`src/rtl/pc_track_pkg.sv`:
```
package pc_track_pkg;
    localparam int unsigned N_ENT = 3;
    localparam int unsigned SEL_W = 2;

    typedef enum logic [SEL_W-1:0] {
        SEL_DEC  = 2'd0,
        SEL_EXE  = 2'd1,
        SEL_WB   = 2'd2,
        SEL_NONE = 2'd3
    } ent_sel_e;
endpackage

```
`src/rtl/pc_live.sv`:
```
module pc_live #(
    parameter int unsigned AW     = 32,
    parameter int unsigned STEP   = 4,
    parameter logic [AW-1:0] RST_PC = 'h100
) (
    input  logic          clk,
    input  logic          rst_n,
    input  logic          step_i,
    input  logic          br_taken_i,
    input  logic [AW-1:0] br_target_i,
    output logic [AW-1:0] dec_o,
    output logic [AW-1:0] exe_o,
    output logic [AW-1:0] wb_o,
    output logic [AW-1:0] dec_nxt_o
);
    localparam logic [AW-1:0] STEP_V = AW'(STEP);

    typedef struct packed {
        logic [AW-1:0] dec;
        logic [AW-1:0] exe;
        logic [AW-1:0] wb;
    } live_t;

    live_t         st_q, st_d;
    logic [AW-1:0] nxt_d;

    always_comb begin
        nxt_d = br_taken_i ? br_target_i : st_q.dec + STEP_V;
        st_d  = st_q;
        if (step_i) begin
            st_d.wb  = st_q.exe;
            st_d.exe = st_q.dec;
            st_d.dec = nxt_d;
        end
    end

    always_ff @(posedge clk) begin
        if (!rst_n) begin
            st_q.dec <= RST_PC;
            st_q.exe <= '0;
            st_q.wb  <= '0;
        end else begin
            st_q <= st_d;
        end
    end

    assign dec_o     = st_q.dec;
    assign exe_o     = st_q.exe;
    assign wb_o      = st_q.wb;
    assign dec_nxt_o = nxt_d;
endmodule

```
`src/rtl/pc_frz.sv`:
```
module pc_frz
    import pc_track_pkg::*;
#(
    parameter int unsigned AW = 32
) (
    input  logic             clk,
    input  logic             rst_n,
    input  logic             trap_i,
    input  logic             trap_async_i,
    input  logic [AW-1:0]    dec_i,
    input  logic [AW-1:0]    exe_i,
    input  logic [AW-1:0]    wb_i,
    input  logic [AW-1:0]    dec_nxt_i,
    input  logic             wr_i,
    input  logic [SEL_W-1:0] sel_i,
    input  logic [AW-1:0]    wdata_i,
    output logic [AW-1:0]    rdata_o,
    output logic [AW-1:0]    ent_dec_o,
    output logic [AW-1:0]    ent_exe_o,
    output logic [AW-1:0]    ent_wb_o
);
    logic [N_ENT-1:0][AW-1:0] ent_q, ent_d;
    ent_sel_e                 sel;

    assign sel = ent_sel_e'(sel_i);

    always_comb begin
        ent_d = ent_q;
        if (trap_i) begin
            if (trap_async_i) begin
                ent_d[SEL_DEC] = dec_nxt_i;
                ent_d[SEL_EXE] = dec_i;
                ent_d[SEL_WB]  = exe_i;
            end else begin
                ent_d[SEL_DEC] = dec_i;
                ent_d[SEL_EXE] = exe_i;
                ent_d[SEL_WB]  = wb_i;
            end
        end else if (wr_i) begin
            for (int k = 0; k < N_ENT; k++) begin
                if (sel_i == SEL_W'(k)) ent_d[k] = wdata_i;
            end
        end
    end

    always_ff @(posedge clk) begin
        if (!rst_n) ent_q <= '0;
        else        ent_q <= ent_d;
    end

    always_comb begin
        case (sel)
            SEL_DEC: rdata_o = ent_q[SEL_DEC];
            SEL_EXE: rdata_o = ent_q[SEL_EXE];
            SEL_WB:  rdata_o = ent_q[SEL_WB];
            default: rdata_o = '0;
        endcase
    end

    assign ent_dec_o = ent_q[SEL_DEC];
    assign ent_exe_o = ent_q[SEL_EXE];
    assign ent_wb_o  = ent_q[SEL_WB];
endmodule

```
`src/rtl/pc_track.sv`:
```
module pc_track
    import pc_track_pkg::*;
#(
    parameter int unsigned   AW     = 32,
    parameter int unsigned   STEP   = 4,
    parameter logic [AW-1:0] RST_PC = 'h100
) (
    input  logic             clk,
    input  logic             rst_n,
    input  logic             step_i,
    input  logic             br_taken_i,
    input  logic [AW-1:0]    br_target_i,
    input  logic             trap_i,
    input  logic             trap_async_i,
    input  logic             sr_wr_i,
    input  logic [SEL_W-1:0] sr_sel_i,
    input  logic [AW-1:0]    sr_wdata_i,
    output logic [AW-1:0]    sr_rdata_o,
    output logic [AW-1:0]    dec_pc_o,
    output logic [AW-1:0]    exe_pc_o,
    output logic [AW-1:0]    wb_pc_o,
    output logic [AW-1:0]    frz_dec_o,
    output logic [AW-1:0]    frz_exe_o,
    output logic [AW-1:0]    frz_wb_o
);
    logic [AW-1:0] dec_nxt;

    pc_live #(.AW(AW), .STEP(STEP), .RST_PC(RST_PC)) u_live (
        .clk         (clk),
        .rst_n       (rst_n),
        .step_i      (step_i),
        .br_taken_i  (br_taken_i),
        .br_target_i (br_target_i),
        .dec_o       (dec_pc_o),
        .exe_o       (exe_pc_o),
        .wb_o        (wb_pc_o),
        .dec_nxt_o   (dec_nxt)
    );

    pc_frz #(.AW(AW)) u_frz (
        .clk          (clk),
        .rst_n        (rst_n),
        .trap_i       (trap_i),
        .trap_async_i (trap_async_i),
        .dec_i        (dec_pc_o),
        .exe_i        (exe_pc_o),
        .wb_i         (wb_pc_o),
        .dec_nxt_i    (dec_nxt),
        .wr_i         (sr_wr_i),
        .sel_i        (sr_sel_i),
        .wdata_i      (sr_wdata_i),
        .rdata_o      (sr_rdata_o),
        .ent_dec_o    (frz_dec_o),
        .ent_exe_o    (frz_exe_o),
        .ent_wb_o     (frz_wb_o)
    );
endmodule

```
`config.mk`:
```
export PLATFORM = sky130hd
export DESIGN_NAME = pc_track
export DESIGN_NICKNAME = d
export VERILOG_FILES = /design/src/rtl/pc_track_pkg.sv /design/src/rtl/pc_live.sv /design/src/rtl/pc_frz.sv /design/src/rtl/pc_track.sv
export SDC_FILE = /design/constraint.sdc
export NUM_CORES = 1
export LEC_CHECK = 0
export CAP_MARGIN = 20
export CELL_PAD_IN_SITES_DETAIL_PLACEMENT = 1
export CELL_PAD_IN_SITES_GLOBAL_PLACEMENT = 1
export CORE_ASPECT_RATIO = 0.9
export CORE_MARGIN = 5
export CORE_UTILIZATION = 35
export CTS_CLUSTER_DIAMETER = 60
export DETAILED_ROUTE_END_ITERATION = 8
export PLACE_DENSITY = 0.87
export SETUP_SLACK_MARGIN = 0.5
export SLEW_MARGIN = 25
export SYNTH_ARGS = -nofsm -noshare
export SYNTH_HDL_FRONTEND = slang
export SYNTH_SLANG_ARGS = --single-unit
export TNS_END_PERCENT = 30
```
`constraint.sdc`:
```
create_clock -name clk -period 2.5 [get_ports clk]
set_input_delay 0.5 -clock clk [delete_from_list [all_inputs] [get_ports clk]]
set_output_delay 0.5 -clock clk [all_outputs]
set_load 0.1 [all_outputs]
```
[Word level (Yosys, flattened, before mapping)]
Cells that the tools add are included.
Storage, ports and cells
  register bits: 192
  bits of input ports: 73
  output and inout bits: 224
  logic and storage cells: 25
Operators by class
  reductions and logical operators: 8
  $add $sub $neg: 1
  muxes and demuxes: 8
  equality and inequality tests: 2
Operators by type and width (number)
  2-to-1 mux 96 bit: 3
  2-to-1 mux 32 bit: 4
  case mux 32 bit (3 select lines): 1
  adder 32 x 3 -> 32 bit, second input constant: 1
  nonzero test 2 bit: 4
  AND reduction 2 bit: 3
  equality test 2 x 1 -> 1 bit, second input constant: 1
  equality test 2 bit, second input constant: 1
  zero test 2 bit: 1

[Longest topological paths before layout]
  depth after elaboration: 4
  mapped depth: 8
  depth with buffers taken out: 6

[Hierarchy]
Synthesis repeated with hierarchy kept, for this count alone.
Unflattened totals
  cell total of the unflattened synthesis: 1313
  area, all modules: 11110.7 um^2
By module, submodules not included
  pc_frz: area each 6302.3 um^2, sequential area each 1921.8 um^2, cells an instance 749, times used 1
  pc_live: area each 4808.4 um^2, sequential area each 1921.8 um^2, cells an instance 564, times used 1

[Worst setup path before layout]
Ideal clock, no wire load.
  kind: input to output
  from: in sr_sel_i[1]
  to: out sr_rdata_o[13]
  stages: 4
  arrival time: 3.530 ns
  slack: -1.530 ns
  buffers on the path: 2
  required time: 2.000 ns
  cell sequence: clkbuf_1 -> buf_1 -> mux2i_1 -> o21ai_0
Between the ends
  longest elaborated chain between the ends: 2
  elaborated cells on any way between the ends: 4
  classes of those cells: eq/ne: 2; mux: 1; reduce/logical: 1
Ends and longest elaborated chain
  from (decl): RTL line pc_track.sv:16  | input logic [SEL_W-1:0] sr_sel_i,
  equality test 2 bit (tied with other cells): RTL line pc_frz.sv:52  | case (sel)
  case mux 32 bit (3 select lines) (*): RTL line pc_frz.sv:52
  to (decl): RTL line pc_track.sv:18  | output logic [AW-1:0] sr_rdata_o,
Every way passes the cells marked *; elsewhere a longest branch is shown, timed or not.

[Worst setup path after layout]
  from: reg u_live.st_q, in the netlist u_live.dec_o[3]
  to: reg u_frz.ent_q, in the netlist u_frz.ent_dec_o[16]
Between the ends
  longest elaborated chain between the ends: 4
Ends and longest elaborated chain
  from (decl): RTL line pc_live.sv:24  | live_t st_q, st_d;
  from (signal assigned): RTL line pc_live.sv:43  | st_q <= st_d;
  adder 32 x 3 -> 32 bit: RTL line pc_live.sv:28  | nxt_d = br_taken_i ? br_target_i : st_q.dec + STEP_V;
  2-to-1 mux 32 bit: RTL line pc_live.sv:28
  2-to-1 mux 96 bit: RTL line pc_frz.sv:30  | if (trap_async_i) begin
  2-to-1 mux 96 bit: RTL line pc_frz.sv:29  | if (trap_i) begin
  to (signal assigned): RTL line pc_frz.sv:48  | else ent_q <= ent_d;
  to (decl): RTL line pc_frz.sv:22  | logic [N_ENT-1:0][AW-1:0] ent_q, ent_d;
No other way between the ends.
A chain may end at the register's enable or synchronous reset.

==> run metrics <==
Routed WL=slightly above 50000 µm; CTS Buffer Depth=2; cells after synthesis=between 1000 and 1500; vias per inst=a little under 6; Synth Register Bits=~190; Final Power=about 9.3 mW; vias in the first global route=~11000; FF-to-FF setup slack=a little under 0.5 ns; Post-synth EDFFs=0; Layout fillers=approximately 3400; Syn Nets=1362; Synthesis Warnings=0; CP Data Required Time=between 2 and 3 ns; Critical Path AT=between 2 and 2.5 ns; clock-pin slew on the worst setup and hold paths=approximately 0.08 ns; width of the die=195 µm; pwr/cell area=about 590 nW/µm²; largest net degree at the start of global routing=about 110; Die Height=approximately 180 µm; wire per inst=25.7 µm; CP delay by family, top=simple AND/OR/NAND/NOR gates; ys async rst share=0; first-pass GRT wire length=74600 µm; worst flop-to-flop path endpoint=u_frz.ent_dec_o[16]$_SDFFE_PN0P_; total CTS buffers=17; Worst setup EP type=flop; dpl ws=around 0.21 ns; setup ws final=a little under 0.5 ns; P_leak=6.20 nW; GP Congestion=0.916; Mean Syn Cell Area=~8.4 µm²; final clock skew=0.0260 ns; IO Count=about 300; Worst VDD drop=between 0.3 and 0.4 mV; CTS H-tree depth=4; Iter 0 DRT Violations=between 1000 and 1500; DRT Pass-1 Iters=5; Crit Path Max Fanout=5; hold buffer count at cts=0; final hold violation count=0; Worst Hold End=u_live.dec_o[24]$_SDFFE_PN0P_; Max-slew headroom=0.469; hold_sp=rst_n; Total Routing Usage GR=0.278; input/output buffers=a little under 300; full die area=around 34000 µm²; HPWL Detailed=about 37000 µm; Cells on Worst Hold Path=2; critical path class=reg -> reg; Crit path largest cell delay=0.58 ns; fraction of layout cells with a size suffix above 1=0.339; Least-Margin Pin Slew=0.796 ns; fmax=slightly below 0.5 GHz; post-route clock period utilization=0.804; CTS tree=yes; Main synth FF type=dfxtp_1; run status=completed; fin nets=~1600; Crit Reg-Reg Startpoint=u_live.dec_o[3]$_SDFFE_PN0P_; CTS Sinks=between 150 and 200; RSZ-0062 raised after global routing=true; Starting Density=0.352; # rows=a little over 60; Final min period=approximately 2.0 ns; Core Region=30700 µm²; root buffer cell=clkbuf_16; DRC=0; Setup violations, final=0; CP cell instances=ha_4 -> nand4_1 -> buf_4 -> or4_1 -> a21oi_1 -> o211a_1 -> o21a_1; P&R area growth vs syn=45.5%; library cells used by synthesis=65; final slew viol count=0; final hold slack=0.415 ns; GR Overflow Total=0; vias=11400; Hold Path Class=in -> reg; maxcap violations=0; post-synthesis sequential area ratio=0.356; worst-skew pair later-pin latency=around 0.45 ns; Reg2Reg Depth=7; Worst path slowest cell=or4_1; Setup TNS Final=0 ns; mapped cell area=roughly 11000 µm²; antenna-violating nets left=0; Startpoint Class=flop; CP bufs+invs=1; initial antenna violation count=7
## routing by layer
metal  GRT usage  vias to the layer above  share of wire
met5           0                        -        0.00091
met4      0.0765                        6          0.023
met3      0.0596                       74          0.071
met2       0.432                      467           0.45
met1       0.392                     5689           0.46
li1            -                     5152              -
## flip-flops by register name, indices dropped and copies added, names as in the netlist
signal           count
u_frz.ent_dec_o     32
u_frz.ent_exe_o     32
u_frz.ent_wb_o      32
u_live.dec_o        32
u_live.exe_o        32
u_live.wb_o         32
## through the flow
step           cell area [µm²]  utilization  std cells
6_report                 15700        0.512       1961
5_1_grt                  15700        0.512       1961
4_1_cts                  15600        0.509       1954
3_5_place_dp             14700        0.479       1912
3_3_place_gp             14700        0.479       1912
2_1_floorplan            11500            -       1288
## cell usage after synthesis, types with 3 or more instances
cell      number  area share
a211oi_1      62       0.043
a21boi_0      10      0.0070
a21oi_1      100       0.046
a22o_1         7      0.0057
a22oi_1        6      0.0042
a31oi_1       17      0.0099
a32o_1         5      0.0046
and2_1         5      0.0029
and3_1         5      0.0029
and4_1         5      0.0041
buf_1         15      0.0052
buf_2         14      0.0065
clkbuf_1     104       0.036
dfxtp_1      192        0.36
inv_1          7      0.0024
mux2_2        23       0.024
mux2i_1      172        0.16
nand2_1      102       0.035
nand2b_1       9      0.0052
nand3_1       26       0.012
nand4_1       13      0.0075
nor2_1        57       0.020
nor2b_1      140       0.081
nor3_1         8      0.0037
nor4_1         9      0.0052
o211a_1        8      0.0074
o211ai_1      10      0.0070
o21ai_0       91       0.042
o221ai_1       4      0.0032
o31ai_1        7      0.0049
or2_2          3      0.0017
or3_1          3      0.0017
or4_1          5      0.0035
xnor2_1        4      0.0032
## power breakdown
group / switching [mW] / total, mW / internal, mW
combinational: 2.22 / 3.12 / 0.904
sequential: 0.269 / 3.49 / 3.22
clock: 1.39 / 2.73 / 1.34
total: 3.88 / 9.34 / 5.46
## cells in the final DEF, fill, tap and decap left out, types with 9 or more instances in the layout
cell	netlist	final
mux2i_2	0	13
mux2i_1	172	149
o211ai_1	10	10
dfxtp_4	0	22
a31oi_1	17	15
nand2_1	102	101
o21ai_0	91	57
a21boi_0	10	10
nor2b_1	140	139
dfxtp_2	0	68
mux2_2	23	23
clkbuf_16	0	17
nor2_1	57	57
dfxtp_1	192	102
clkdlybuf4s50_1	0	65
nand4_1	13	13
o21ai_4	0	32
a211oi_1	62	62
nand3_1	26	26
buf_12	0	43
buf_4	0	248
mux2i_4	0	10
nand2b_1	9	9
a21oi_1	100	99
## area by class of cell
class,instances,area (µm²),area share
Multi-Input combinational cell,954,7100,0.452
Inverter,8,30.0,0.00191
Clock inverter,14,145,0.00924
Sequential cell,192,4010,0.255
Timing Repair Buffer,362,3470,0.221
Clock buffer,18,429,0.0273
Antenna cell,4,10.0,0.000637
Tap cell,409,512,0.0326
## worst max-delay path by stage
| stage | startpoint | end | slack, ns | cells after the start |
|---|---|---|---|---|
| floorplan | u_live.dec_o[26]$_SDFFE_PN0P_ | u_frz.ent_dec_o[30]$_SDFFE_PN0P_ | 0.22 | 6 |
| global placement | u_live.dec_o[3]$_SDFFE_PN0P_ | u_live.dec_o[26]$_SDFFE_PN0P_ | 0.22 | 6 |
| detailed placement | sr_sel_i[1] | sr_rdata_o[27] | 0.21 | 5 |
| CTS | u_live.dec_o[3]$_SDFFE_PN0P_ | u_frz.ent_dec_o[24]$_SDFFE_PN0P_ | 0.45 | 8 |
| global route | u_live.dec_o[20]$_SDFFE_PN0P_ | u_frz.ent_dec_o[29]$_SDFFE_PN0P_ | 0.42 | 5 |
| finish | u_live.dec_o[3]$_SDFFE_PN0P_ | u_frz.ent_dec_o[16]$_SDFFE_PN0P_ | 0.49 | 7 |
## repair_timing
action	4_1_cts	5_1_grt
resized for setup	52	12
setup buffers	8	3
pin swaps	6	3
cloned	2	0
endpoints found under the setup margin	59	26
## cells by family after synthesis
family,share of synthesized area
XOR/XNOR,0.00487
flip-flops,0.356
AO/OA/AOI/OAI,0.203
AND/OR/NAND/NOR,0.200
multiplexers,0.183
buffers and inverters,0.0511
adder cells (fa/ha/maj),0.00116
(Power assumes the default switching activity.)
